`src/rtl/ecu_pkg.sv`:
```
package ecu_pkg;
  // Strobes sent from the channel control to the datapath
  typedef struct packed {
    logic capture;
  } ecuStrobe_t;
endpackage

```
`src/rtl/ecu_datapath.sv`:
```
module ecu_datapath
  import ecu_pkg::*;
#(
  parameter int CNT_W  = 16,
  parameter int PSC_W  = 16,
  parameter int FILT_W = 4
) (
  input  logic              clk,
  input  logic              rstN,
  input  logic              runEn,
  input  logic              zeroCnt,
  input  logic [PSC_W-1:0]  psc,
  input  logic [CNT_W-1:0]  reload,
  input  logic              pinIn,
  input  logic [FILT_W-1:0] filtCode,
  input  ecuStrobe_t        stb,
  output logic [CNT_W-1:0]  count,
  output logic [CNT_W-1:0]  capVal,
  output logic              filtLvl,
  output logic              wrapEvt
);
  localparam int FCNT_W = FILT_W + 2;

  logic [PSC_W-1:0]  pscCnt;
  logic              pscHit;
  logic              syncA, syncB;
  logic [FCNT_W-1:0] fCnt, fNeedM1;

  // Time base
  assign pscHit  = (pscCnt == psc);
  assign wrapEvt = runEn && !zeroCnt && pscHit && (count == reload);

  always_ff @(posedge clk or negedge rstN) begin
    if (!rstN) begin
      pscCnt <= '0;
      count  <= '0;
    end else if (zeroCnt) begin
      pscCnt <= '0;
      count  <= '0;
    end else if (runEn) begin
      if (pscHit) begin
        pscCnt <= '0;
        count  <= (count == reload) ? '0 : count + CNT_W'(1);
      end else begin
        pscCnt <= pscCnt + PSC_W'(1);
      end
    end
  end

  // Two-flop synchronizer and consecutive-sample filter
  assign fNeedM1 = (filtCode == '0) ? '0 : FCNT_W'({filtCode, 1'b1});

  always_ff @(posedge clk or negedge rstN) begin
    if (!rstN) begin
      syncA   <= 1'b0;
      syncB   <= 1'b0;
      filtLvl <= 1'b0;
      fCnt    <= '0;
    end else begin
      syncA <= pinIn;
      syncB <= syncA;
      if (syncB == filtLvl) begin
        fCnt <= '0;
      end else if (fCnt == fNeedM1) begin
        filtLvl <= syncB;
        fCnt    <= '0;
      end else begin
        fCnt <= fCnt + FCNT_W'(1);
      end
    end
  end

  // Capture register
  always_ff @(posedge clk or negedge rstN) begin
    if (!rstN)            capVal <= '0;
    else if (stb.capture) capVal <= count;
  end
endmodule

```
`src/rtl/ecu_control.sv`:
```
module ecu_control
  import ecu_pkg::*;
(
  input  logic       clk,
  input  logic       rstN,
  input  logic       chanEn,
  input  logic       polFalling,
  input  logic [1:0] edgeDiv,
  input  logic       filtLvl,
  input  logic       wrapEvt,
  input  logic       clrCap,
  input  logic       clrUpd,
  output ecuStrobe_t stb,
  output logic       capFlag,
  output logic       updFlag
);
  localparam int DIVC_W = 3;

  logic              prevLvl;
  logic [1:0]        prevDiv;
  logic [DIVC_W-1:0] divCnt, lastDiv;
  logic              riseEv, fallEv, qual, divHit, divReset;

  assign riseEv   = filtLvl && !prevLvl;
  assign fallEv   = !filtLvl && prevLvl;
  assign qual     = chanEn && (polFalling ? fallEv : riseEv);
  assign lastDiv  = DIVC_W'((4'd1 << edgeDiv) - 4'd1);
  assign divHit   = (divCnt == lastDiv);
  assign divReset = !chanEn || (edgeDiv != prevDiv);

  always_comb begin
    stb         = '0;
    stb.capture = qual && divHit && !divReset;
  end

  always_ff @(posedge clk or negedge rstN) begin
    if (!rstN) begin
      prevLvl <= 1'b0;
      prevDiv <= '0;
      divCnt  <= '0;
      capFlag <= 1'b0;
      updFlag <= 1'b0;
    end else begin
      prevLvl <= filtLvl;
      prevDiv <= edgeDiv;
      if (divReset)  divCnt <= '0;
      else if (qual) divCnt <= divHit ? '0 : divCnt + DIVC_W'(1);
      capFlag <= stb.capture || (capFlag && !clrCap);
      updFlag <= wrapEvt || (updFlag && !clrUpd);
    end
  end
endmodule

```
`src/rtl/edge_capture_unit.sv`:
```
module edge_capture_unit
  import ecu_pkg::*;
#(
  parameter int CNT_W  = 16,
  parameter int PSC_W  = 16,
  parameter int FILT_W = 4
) (
  input  logic              clk,
  input  logic              rstN,
  input  logic              runEn,
  input  logic              zeroCnt,
  input  logic [PSC_W-1:0]  psc,
  input  logic [CNT_W-1:0]  reload,
  input  logic              chanEn,
  input  logic              pinIn,
  input  logic [FILT_W-1:0] filtCode,
  input  logic              polFalling,
  input  logic [1:0]        edgeDiv,
  input  logic              capIe,
  input  logic              updIe,
  input  logic              clrCap,
  input  logic              clrUpd,
  output logic [CNT_W-1:0]  count,
  output logic [CNT_W-1:0]  capVal,
  output logic              capFlag,
  output logic              updFlag,
  output logic              capIrq,
  output logic              updIrq
);
  ecuStrobe_t stb;
  logic       filtLvl, wrapEvt;

  ecu_datapath #(.CNT_W(CNT_W), .PSC_W(PSC_W), .FILT_W(FILT_W)) u_dp (
    .clk(clk), .rstN(rstN), .runEn(runEn), .zeroCnt(zeroCnt), .psc(psc),
    .reload(reload), .pinIn(pinIn), .filtCode(filtCode), .stb(stb),
    .count(count), .capVal(capVal), .filtLvl(filtLvl), .wrapEvt(wrapEvt)
  );

  ecu_control u_ctl (
    .clk(clk), .rstN(rstN), .chanEn(chanEn), .polFalling(polFalling),
    .edgeDiv(edgeDiv), .filtLvl(filtLvl), .wrapEvt(wrapEvt),
    .clrCap(clrCap), .clrUpd(clrUpd), .stb(stb),
    .capFlag(capFlag), .updFlag(updFlag)
  );

  assign capIrq = capFlag && capIe;
  assign updIrq = updFlag && updIe;
endmodule

```
`config.mk`:
```
export PLATFORM = sky130hd
export DESIGN_NAME = edge_capture_unit
export DESIGN_NICKNAME = d
export VERILOG_FILES = /design/src/rtl/ecu_pkg.sv /design/src/rtl/ecu_datapath.sv /design/src/rtl/ecu_control.sv /design/src/rtl/edge_capture_unit.sv
export SDC_FILE = /design/constraint.sdc
export NUM_CORES = 1
export LEC_CHECK = 0
export BUFFER_PORTS_ARGS = -buffer_cell sky130_fd_sc_hd__buf_2
export CAP_MARGIN = 20
export CORE_UTILIZATION = 50
export CTS_CLUSTER_SIZE = 8
export DETAILED_ROUTE_END_ITERATION = 8
export GPL_TIMING_DRIVEN = 0
export PLACE_DENSITY = 0.78
export SLEW_MARGIN = 20
export SYNTH_ARGS = -nofsm -noshare
export SYNTH_HDL_FRONTEND = slang
export SYNTH_SLANG_ARGS = --single-unit
```
`constraint.sdc`:
```
create_clock -name clk -period 2.75 [get_ports clk]
set_input_delay 0.6875 -clock clk [delete_from_list [all_inputs] [get_ports clk]]
set_output_delay 0.6875 -clock clk [all_outputs]
set_load 0.05 [all_outputs]
```
==> out/qor.txt, run 1 <==
SYNTHESIS
-------------------------------------------------------------------------------------
Prevailing post-synth register cell                                           dfrtp_1
Number of synthesis warnings                                                        0
Number of flops mapped to enable cells by yosys                                     0
Distinct cell type count of the synthesized netlist                                46
Netlist Area Pre-Place                                                    0.00346 mm2
Share of synthesized registers carrying an async set or reset                    1.00
Seq cells post-synth                                                               65
Net count of the mapped netlist                                                   395
Cells taking the most area after synthesis                               dfrtp_1 47%, xnor2_1 11%, mux2_2 5.5%
Cell taking the most area after synthesis                                     dfrtp_1
Area share of the largest cell type after synthesis                             0.469
Mean area per synthesized cell                                               10.1 um2
Sequential cell area fraction in the yosys report                               0.469
Synthesized netlist cell count                                                    342

STA
-------------------------------------------------------------------------------------
Fraction of the cycle the final worst path needs                                0.897
Headroom to the max-slew limit                                                  0.558
Setup violations, final                                                             0
Worst clock skew on the final layout                                       0.00826 ns
Unrepaired setup endpoints after global routing                                 false
Total count of hold-check failures in the final report                              0
Crit path time final                                                          2.47 ns
Measured slew at the worst slew-check pin                                    0.654 ns
Sum of negative setup slack                                                      0 ns
Slew Limit Fails                                                                    0
Max Fclk                                                                      405 MHz

ROUTE
-------------------------------------------------------------------------------------
Initial DRT Pass Iterations                                                         4
Via density                                                                      5.62
Routed via count                                                                 2924
Violation count after the first detailed-route iteration                          141
Count of antenna-violating nets left after detailed routing                         0
DRC violations left                                                                 0
DR WL/cell                                                                    14.8 um
Detailed-route wire length                                                    7680 um

GLOBAL ROUTING
-------------------------------------------------------------------------------------
Number of antenna violations at the first check in global routing                   0
All-Layer GR Usage                                                              0.227
Vias in the first global route                                                   2769
First-pass GRT wire length                                                   12900 um
Pin count of the biggest net entering global routing                               52
GRT overflow                                                                        0

FINISH
-------------------------------------------------------------------------------------
Fraction of layout cells with a size suffix above 1                             0.289
Most frequent cells in the layout                                        87 x buf_2, 65 x dfrtp_1, 42 x xnor2_1
Number of diodes added for antenna fixing                                           0
Number of non-filler instances in the completed layout                            520
Most frequent standard cell in the layout excluding fill and tap cells          buf_2
Final Net Count                                                                   491
Synthesis-to-finish area growth                                                 21.8%
Final-layout fill cell count                                                      558
Final design area excluding fillers                                       0.00422 mm2
Post-Route Utilization                                                          0.646

PLACE
-------------------------------------------------------------------------------------
Routability cong.                                                               0.844
Count of buffers inserted at the top-level ports                                   84
DP HPWL                                                                       5680 um
Total placed instance area                                                0.00401 mm2
Total instance count after detailed placement                                     504

WORST SETUP PATH
-------------------------------------------------------------------------------------
Category of the critical setup timing path                                 reg -> reg
Startpoint of the most critical register-to-register path                u_dp.count[3]
Reg2Reg Depth                                                                       7
CP arrival                                                                    2.68 ns
Cell-by-cell trace of the critical path                                  xnor2_1, nand4_1, o41ai_2, buf_2, a21oi_1, o21ai_0, o41ai_1
Slowest stage delay, CP                                                       0.69 ns
CP Data Required Time                                                         2.97 ns
Nature of the critical path startpoint                                       register
Critical register-to-register path endpoint                              u_dp.count[14]
CP endpoint kind                                                             register
FF-to-FF setup slack                                                          0.28 ns
Cell with the largest stage delay on the worst path                           o41ai_2
Maximum fanout encountered on the critical timing path                             10

CTS
-------------------------------------------------------------------------------------
Post CTS Setup Buffer Count                                                         0
CTS Buf Count                                                                       9
Buffer cell driving the clock tree root                                      clkbuf_8
Sink Count                                                                         65
Clock-pin slew on the worst setup and hold paths                              0.07 ns
Clock latency reported for the late side of the worst-skew pair               0.34 ns
Cts-stage hold buffer count                                                         0
Post_cts resized                                                                    0
Clock tree from TritonCTS                                                         yes
H-Tree Depth                                                                        3
CTS max path bufs                                                                   2

DIE
-------------------------------------------------------------------------------------
Placeable core region                                                     0.00653 mm2
Horiz. Die Dim                                                                85.2 um
Number of I/O pins                                                                 85
Floorplan row count                                                                29
Die area                                                                  0.00727 mm2
Initial standard-cell utilization of the core                                   0.530
Die Y                                                                         85.2 um

HOLD PATH
-------------------------------------------------------------------------------------
Worst Hold Class                                                          in -> async

POWER AND IR DROP
-------------------------------------------------------------------------------------
Worst-case vdd ir drop                                                       0.303 mV
Ratio of total power to cell area                                          504 mW/mm2
Leakage power                                                                 1.99 nW
Power consumption                                                           0.00212 W

RUN
-------------------------------------------------------------------------------------
MaxCap Viol Count                                                                   0

OUTCOME
-------------------------------------------------------------------------------------
Result of the run                                                        finished clean

[state kept, by name, summed over array words and instances (netlist names)]
register       cells
u_dp.count        16
u_ctl.updFlag      1
u_ctl.capFlag      1
u_ctl.prevLvl      1
u_ctl.prevDiv      2
u_dp.capVal       16
u_dp.pscCnt       16
u_dp.fCnt          6
u_dp.syncA         1
u_dp.syncB         1
u_dp.filtLvl       1
u_ctl.divCnt       3
[cell type report]
type / count / area [um2] / area share
multi-input cells: 261 / 1770 / 0.418
flip-flops and latches: 65 / 1630 / 0.386
repair buffers: 85 / 450 / 0.107
clock buffers: 14 / 173 / 0.0409
well taps: 77 / 96.3 / 0.0228
plain buffers: 8 / 42.5 / 0.0101
clock inverters: 2 / 35.0 / 0.00830
inverters: 8 / 30.0 / 0.00712
[logic make-up after synthesis]
kind of cell               count (synthesis)  synth area share
and+or+nand+nor                          128             0.201
AOI/OAI and AO/OA                         60             0.105
adders and majority gates                  4            0.0144
xor gates and xnor gates                  51             0.131
DFF                                       65             0.469
muxes                                     18            0.0581
buffers and inverters                     16            0.0209
[synth_stat cells (8+ instances only)]
cell	number
xor2_1	8
nand2b_1	8
inv_1	8
and3_1	8
xnor2_1	42
dfrtp_1	65
nor2_1	32
o21ai_0	30
a21oi_1	8
nand3_1	16
nand2_1	22
mux2_2	17
nand4_1	12
[stage by stage]
step / setup slack [ns] / hold WS [ns]
after floorplan: 0.502 / 0.331
after global placement: 0.0792 / 0.345
after detailed placement: 0.0295 / 0.350
after CTS: 0.363 / 0.204
after global routing: 0.137 / 0.202
final: 0.282 / 0.203
[report_power, final]
part           internal, W  switching (W)
logic             0.000114       0.000129
registers         0.000994      0.0000388
clock network     0.000493       0.000356
[how the worst max path moves through the flow]
stage	startpoint	to	slack [ns]
2_1_floorplan	u_dp.count[11]	u_dp.count[5]	0.50
3_3_place_gp	reload[15]	u_dp.count[11]	0.08
3_5_place_dp	reload[15]	u_dp.count[14]	0.03
4_1_cts	u_dp.count[3]	u_dp.count[14]	0.36
5_1_grt	u_dp.count[3]	u_dp.count[14]	0.14
6_report	u_dp.count[3]	u_dp.count[14]	0.28
[routing by layer]
metal	up-vias	wire length [um]	GRT usage
li1	1409	-	-
met1	1420	3500	0.298
met2	81	3750	0.378
met3	14	296	0.0360
met4	0	140	0.0940
met5	-	0	0
[worst max-delay path: cells and delay by family, from the launching register on]
kind | cells | cell delay, ns
compound gates | 4 | 1.07
xor+xnor | 1 | 0.29
buf+inv | 1 | 0.34
flops | 1 | 0.46
simple gates | 1 | 0.19
Note: power is estimated with default switching activity, not from simulation.
==> run 2, diff against run 1 <==
CORE_MARGIN = 2   (was not set)
CTS_BUF_LIST = sky130_fd_sc_hd__clkbuf_8 sky130_fd_sc_hd__clkbuf_16   (was not set)
==> out/qor.txt, run 2 (synthesis results as in run 1) <==
GLOBAL ROUTING
-------------------------------------------------------------------------------------
GRT overflow                                                                        0   unchanged
Vias in the first global route                                                   2854   was 2769
First-pass GRT wire length                                                   13100 um   was 12900 um
Number of antenna violations at the first check in global routing                   0   unchanged
All-Layer GR Usage                                                              0.220   was 0.227
Pin count of the biggest net entering global routing                               48   was 52

WORST SETUP PATH
-------------------------------------------------------------------------------------
CP arrival                                                                    2.57 ns   was 2.68 ns
Maximum fanout encountered on the critical timing path                             10   unchanged
Critical register-to-register path endpoint                              u_dp.count[6]   was u_dp.count[14]
Nature of the critical path startpoint                                       register   unchanged
Reg2Reg Depth                                                                       7   unchanged
CP Data Required Time                                                         2.96 ns   was 2.97 ns
FF-to-FF setup slack                                                          0.39 ns   was 0.28 ns
Startpoint of the most critical register-to-register path                u_dp.count[3]   unchanged
Category of the critical setup timing path                                 reg -> reg   unchanged
CP endpoint kind                                                             register   unchanged
Beginning of the critical path                                           u_dp.count[3]   unchanged

FINISH
-------------------------------------------------------------------------------------
Most frequent standard cell in the layout excluding fill and tap cells          buf_2   unchanged
Synthesis-to-finish area growth                                                 21.9%   was 21.8%
Sequential cell area                                                      0.00163 mm2   unchanged
Final Net Count                                                                   491   unchanged
Fraction of layout cells with a size suffix above 1                             0.289   unchanged
Final-layout fill cell count                                                      590   was 558
Post-Route Utilization                                                          0.625   was 0.646
Total area of multi-input combinational cells                             0.00177 mm2   unchanged
Final design area excluding fillers                                       0.00422 mm2   about the same
Most frequent cells in the layout                                        87 x buf_2, 65 x dfrtp_1, 42 x xnor2_1   unchanged
Number of diodes added for antenna fixing                                           0   unchanged
Registers with the most flip-flops                                       u_dp.capVal: 16 flops, u_dp.count: 16 flops, u_dp.pscCnt: 16 flops   unchanged

CTS
-------------------------------------------------------------------------------------
Buffer cell driving the clock tree root                                      clkbuf_8   unchanged
H-Tree Depth                                                                        3   unchanged
Post_cts resized                                                                    0   unchanged
Post CTS Setup Buffer Count                                                         0   unchanged
CTS Buf Count                                                                       9   unchanged
Cts-stage hold buffer count                                                         0   unchanged
Sink Count                                                                         65   unchanged
Clock latency reported for the late side of the worst-skew pair               0.34 ns   about the same
Clock-pin slew on the worst setup and hold paths                              0.07 ns   about the same
Clock tree from TritonCTS                                                         yes   unchanged
CTS max path bufs                                                                   2   unchanged

HOLD PATH
-------------------------------------------------------------------------------------
Worst Hold Class                                                          in -> async   unchanged

POWER AND IR DROP
-------------------------------------------------------------------------------------
Total net switching power                                                  0.000523 W   was 0.000524 W
Clk network pwr share                                                           0.398   was 0.400
Sw Ratio                                                                        0.247   about the same
Ratio of total power to cell area                                          501 mW/mm2   was 504 mW/mm2
Combinational fraction of design power                                          0.113   was 0.114
Internal power                                                              0.00159 W   was 0.00160 W
Sequential share of power                                                       0.489   was 0.486
Leakage power                                                                 2.00 nW   was 1.99 nW
Worst-case vdd ir drop                                                       0.400 mV   was 0.303 mV

STA
-------------------------------------------------------------------------------------
Measured slew at the worst slew-check pin                                    0.743 ns   was 0.654 ns
Slew Limit Fails                                                                    0   unchanged
Worst Setup Slack, final                                                     0.388 ns   was 0.282 ns
Max Fclk                                                                      423 MHz   was 405 MHz
Sum of negative setup slack                                                      0 ns   unchanged
Unrepaired setup endpoints after global routing                                 false   unchanged
Crit path time final                                                          2.36 ns   was 2.47 ns
Worst clock skew on the final layout                                        0.0116 ns   was 0.00826 ns
Fraction of the cycle the final worst path needs                                0.859   was 0.897
Setup violations, final                                                             0   unchanged
Headroom to the max-slew limit                                                  0.498   was 0.558
Total count of hold-check failures in the final report                              0   unchanged

PLACE
-------------------------------------------------------------------------------------
Routability cong.                                                               0.859   was 0.844
DP Worst Slack                                                              0.0354 ns   was 0.0295 ns
Total placed instance area                                                0.00402 mm2   was 0.00401 mm2
Count of buffers inserted at the top-level ports                                   84   unchanged
DP HPWL                                                                       5720 um   was 5680 um

RUN
-------------------------------------------------------------------------------------
MaxCap Viol Count                                                                   0   unchanged

ROUTE
-------------------------------------------------------------------------------------
Detailed-route wire length                                                    7750 um   was 7680 um
DRC violations left                                                                 0   unchanged
Count of antenna-violating nets left after detailed routing                         0   unchanged
Via density                                                                      5.54   was 5.62
DR WL/cell                                                                    14.8 um   about the same
Initial DRT Pass Iterations                                                         4   unchanged
Routed via count                                                                 2899   was 2924
Violation count after the first detailed-route iteration                          177   was 141

DIE
-------------------------------------------------------------------------------------
Initial standard-cell utilization of the core                                   0.513   was 0.530
Die area                                                                  0.00761 mm2   was 0.00727 mm2
Horiz. Die Dim                                                                87.2 um   was 85.2 um
Floorplan row count                                                                30   was 29
Number of I/O pins                                                                 85   unchanged
Placeable core region                                                     0.00676 mm2   was 0.00653 mm2
Die Y                                                                         87.2 um   was 85.2 um

OUTCOME
-------------------------------------------------------------------------------------
Result of the run                                                        finished clean   unchanged

==> run 2: cell types whose count changed in the layout (fill, tap and decap cells not counted) <==
cell,change
clkbuf_1,-2
inv_1,+2
==> run 2: worst max-delay path, cell delays in order (launching register included) <==
cell	delay, ns
dfrtp_1	0.48
xnor2_1	0.20
nand4_1	0.17
o41ai_2	0.72
buf_2	0.34
nor2_1	0.08
o21ai_0	0.15
o21ai_0	0.11
==> run 2: worst max path at each step <==
stage / cells after the start / slack (ns) / to
3_3_place_gp: 7 / 0.14 / u_dp.capVal[11]
4_1_cts: 7 / 0.39 / u_dp.capVal[9]
6_report: 7 / 0.39 / u_dp.count[6]
3_5_place_dp: 7 / 0.04 / u_dp.capVal[12]
2_1_floorplan: 8 / 0.50 / u_dp.count[5]
5_1_grt: 7 / 0.16 / u_dp.count[6]
==> run 2: layout make-up <==
cell class                      count  area share
Multi-Input combinational cell    261       0.418
Sequential cell                    65       0.385
Timing Repair Buffer               85       0.107
Clock buffer                       12      0.0391
Tap cell                           80      0.0237
Clock inverter                      4      0.0101
Buffer                              8      0.0101
Inverter                            8     0.00711
==> run 2: metrics by stage <==
step / hold slack [ns] / cells / power [W]
after floorplan: 0.331 / 342 / 0.00119
after global placement: 0.335 / 506 / 0.00128
after detailed placement: 0.356 / 507 / 0.00130
after CTS: 0.225 / 523 / 0.00214
after global routing: 0.236 / 523 / 0.00221
final: 0.222 / 523 / 0.00212
==> run 2: power by group through the flow <==
| stage | combinational [W] | sequential, W | clock (W) |
|---|---|---|---|
| floorplan | 0.000146 | 0.00104 | 0 |
| global placement | 0.000229 | 0.00105 | 0 |
| detailed placement | 0.000244 | 0.00105 | 0 |
| CTS | 0.000244 | 0.00104 | 0.000856 |
| global route | 0.000270 | 0.00104 | 0.000903 |
| finish | 0.000240 | 0.00104 | 0.000842 |
==> run 2: layer usage <==
metal  vias to the layer above  part of all wire  GRT usage  wire length, um
li1                       1411                 -          -                -
met1                      1382              0.45      0.289             3460
met2                        95              0.48      0.361             3740
met3                        11             0.052     0.0379              406
met4                         0             0.018     0.0895              137
met5                         -                 0          0                0
==> run 3, diff against run 2 <==
clock period = 2.5 ns   (was 2.75 ns; I/O delays follow)
==> out/qor.txt, run 3 (synthesis results as in run 1) <==
DIE
-------------------------------------------------------------------------------------
Die Y                                                                         87.2 um   unchanged
Number of I/O pins                                                                 85   unchanged
Horiz. Die Dim                                                                87.2 um   unchanged
Floorplan row count                                                                30   unchanged
Die area                                                                  0.00761 mm2   unchanged
Initial standard-cell utilization of the core                                   0.513   unchanged
Placeable core region                                                     0.00676 mm2   unchanged

CTS
-------------------------------------------------------------------------------------
Clock tree from TritonCTS                                                         yes   unchanged
Buffer cell driving the clock tree root                                      clkbuf_8   unchanged
H-Tree Depth                                                                        3   unchanged
CTS Buf Count                                                                       9   unchanged
Sink Count                                                                         65   unchanged
Clock-pin slew on the worst setup and hold paths                              0.07 ns   about the same
Clock latency reported for the late side of the worst-skew pair               0.34 ns   about the same
CTS max path bufs                                                                   2   unchanged

POWER AND IR DROP
-------------------------------------------------------------------------------------
Worst-case vdd ir drop                                                       0.450 mV   was 0.400 mV
Ratio of total power to cell area                                          552 mW/mm2   was 501 mW/mm2
Power consumption                                                           0.00234 W   was 0.00212 W
Leakage power                                                                 2.02 nW   was 2.00 nW

GLOBAL ROUTING
-------------------------------------------------------------------------------------
Vias in the first global route                                                   2854   unchanged
All-Layer GR Usage                                                              0.220   unchanged
GRT overflow                                                                        0   unchanged
Pin count of the biggest net entering global routing                               48   unchanged
Number of antenna violations at the first check in global routing                   0   unchanged
First-pass GRT wire length                                                   13100 um   unchanged

ROUTE
-------------------------------------------------------------------------------------
Detailed-route wire length                                                    7810 um   was 7750 um
Violation count after the first detailed-route iteration                          146   was 177
Via density                                                                      5.57   was 5.54
Routed via count                                                                 2912   was 2899
Initial DRT Pass Iterations                                                         4   unchanged
Count of antenna-violating nets left after detailed routing                         0   unchanged
DR WL/cell                                                                    14.9 um   was 14.8 um
DRC violations left                                                                 0   unchanged

FINISH
-------------------------------------------------------------------------------------
Fraction of layout cells with a size suffix above 1                             0.289   unchanged
Most frequent cells in the layout                                        87 x buf_2, 65 x dfrtp_1, 42 x xnor2_1   unchanged
Synthesis-to-finish area growth                                                 22.2%   was 21.9%
Most frequent standard cell in the layout excluding fill and tap cells          buf_2   unchanged
Final Net Count                                                                   491   unchanged
Registers with the most flip-flops                                       u_dp.capVal: 16 flops, u_dp.count: 16 flops, u_dp.pscCnt: 16 flops   unchanged
Number of diodes added for antenna fixing                                           0   unchanged
Final design area excluding fillers                                       0.00423 mm2   was 0.00422 mm2
Final-layout fill cell count                                                      590   unchanged

STA
-------------------------------------------------------------------------------------
Unrepaired setup endpoints after global routing                                 false   unchanged
Worst Setup Slack, final                                                     0.207 ns   was 0.388 ns
Measured slew at the worst slew-check pin                                    0.727 ns   was 0.743 ns
Setup violations, final                                                             0   unchanged
Max Fclk                                                                      436 MHz   was 423 MHz
Crit path time final                                                          2.29 ns   was 2.36 ns
Worst Hold Margin                                                            0.157 ns   was 0.222 ns
Slew Limit Fails                                                                    0   unchanged
Fraction of the cycle the final worst path needs                                0.917   was 0.859
Sum of negative setup slack                                                      0 ns   unchanged
Headroom to the max-slew limit                                                  0.509   was 0.498
Total count of hold-check failures in the final report                              0   unchanged
Worst clock skew on the final layout                                        0.0112 ns   was 0.0116 ns

WORST SETUP PATH
-------------------------------------------------------------------------------------
Cell family with the largest share of critical-path delay                simple AND/OR/NAND/NOR gates   was compound AO/OA/AOI/OAI gates
CP arrival                                                                    2.52 ns   was 2.57 ns
Slowest stage delay, CP                                                       0.50 ns   was 0.72 ns
Cell with the largest stage delay on the worst path                           nor3b_4   was o41ai_2
CP Data Required Time                                                         2.73 ns   was 2.96 ns
Number of buffer and inverter stages on the critical path                           1   unchanged
Nature of the critical path startpoint                                       register   unchanged
CP endpoint kind                                                             register   unchanged
Category of the critical setup timing path                                 reg -> reg   unchanged
Cell-by-cell trace of the critical path                                  nor2_1, nand3_1, o211ai_1, nor3b_4, buf_2, mux2_2   was xnor2_1, nand4_1, o41ai_2, buf_2, nor2_1, o21ai_0, o21ai_0
Maximum fanout encountered on the critical timing path                             10   unchanged

OUTCOME
-------------------------------------------------------------------------------------
Result of the run                                                        finished clean   unchanged

PLACE
-------------------------------------------------------------------------------------
DP Worst Slack                                                              -0.152 ns   was 0.0354 ns
Total placed instance area                                                0.00402 mm2   unchanged
Count of buffers inserted at the top-level ports                                   84   unchanged
Routability cong.                                                               0.859   unchanged
DP HPWL                                                                       5720 um   unchanged

HOLD PATH
-------------------------------------------------------------------------------------
Worst Hold Class                                                          in -> async   unchanged

RUN
-------------------------------------------------------------------------------------
MaxCap Viol Count                                                                   0   unchanged

## run 3: cell count changes in the layout (fill, tap and decap cells not counted)
cell,change
o41ai_2,-1
o41ai_4,+1
## run 3: path summary, 6_finish.rpt
check | from | end | slack, ns | cells after the start
min in group clk | u_dp.syncA | u_dp.syncB | 0.37 | 0
max in group asynchronous | rstN | u_dp.pscCnt[15] | 1.84 | 2
setup / recovery | u_ctl.divCnt[2] | u_dp.capVal[12] | 0.21 | 6
hold / removal | rstN | u_dp.capVal[2] | 0.16 | 1
hold reg to reg | u_dp.syncA | u_dp.syncB | 0.37 | 0
setup reg to reg | u_ctl.divCnt[2] | u_dp.capVal[12] | 0.21 | 6
## run 3: power by group
part / switching, W / total [W] / leakage, nW / internal [W]
combinational: 0.000140 / 0.000266 / 1.01 / 0.000126
clock: 0.000397 / 0.000931 / 0.115 / 0.000534
sequential: 0.0000450 / 0.00114 / 0.892 / 0.00109
## run 3: per-layer routing
metal  up-vias  track usage  part of all wire  routed length, um
met5         -            0                 0                  0
met4         0       0.0895             0.015                117
met3        12       0.0379             0.055                431
met2        88        0.361              0.48               3790
met1      1400        0.289              0.44               3480
li1       1412            -                 -                  -
## run 3: layout make-up
class                   count  area (um2)  area share
multi-input cells         261        1780       0.420
inverters                   8        30.0     0.00709
clock buffers              12         165      0.0390
flip-flops and latches     65        1630       0.384
plain buffers               8        42.5      0.0100
clock inverters             4        42.5      0.0100
well taps                  80         100      0.0236
repair buffers             85         450       0.106
## run 3: stage by stage
step | utilization | cells
2_1_floorplan | - | 342
3_3_place_gp | 0.590 | 506
3_5_place_dp | 0.594 | 507
4_1_cts | 0.625 | 523
5_1_grt | 0.627 | 523
6_report | 0.627 | 523
## run 3: timing repair
action,CTS,global route
gates resized for setup,0,1
setup buffers,0,0
endpoints found under the setup margin,0,8
hold endpoints to repair,0,0
hold buffers,0,0
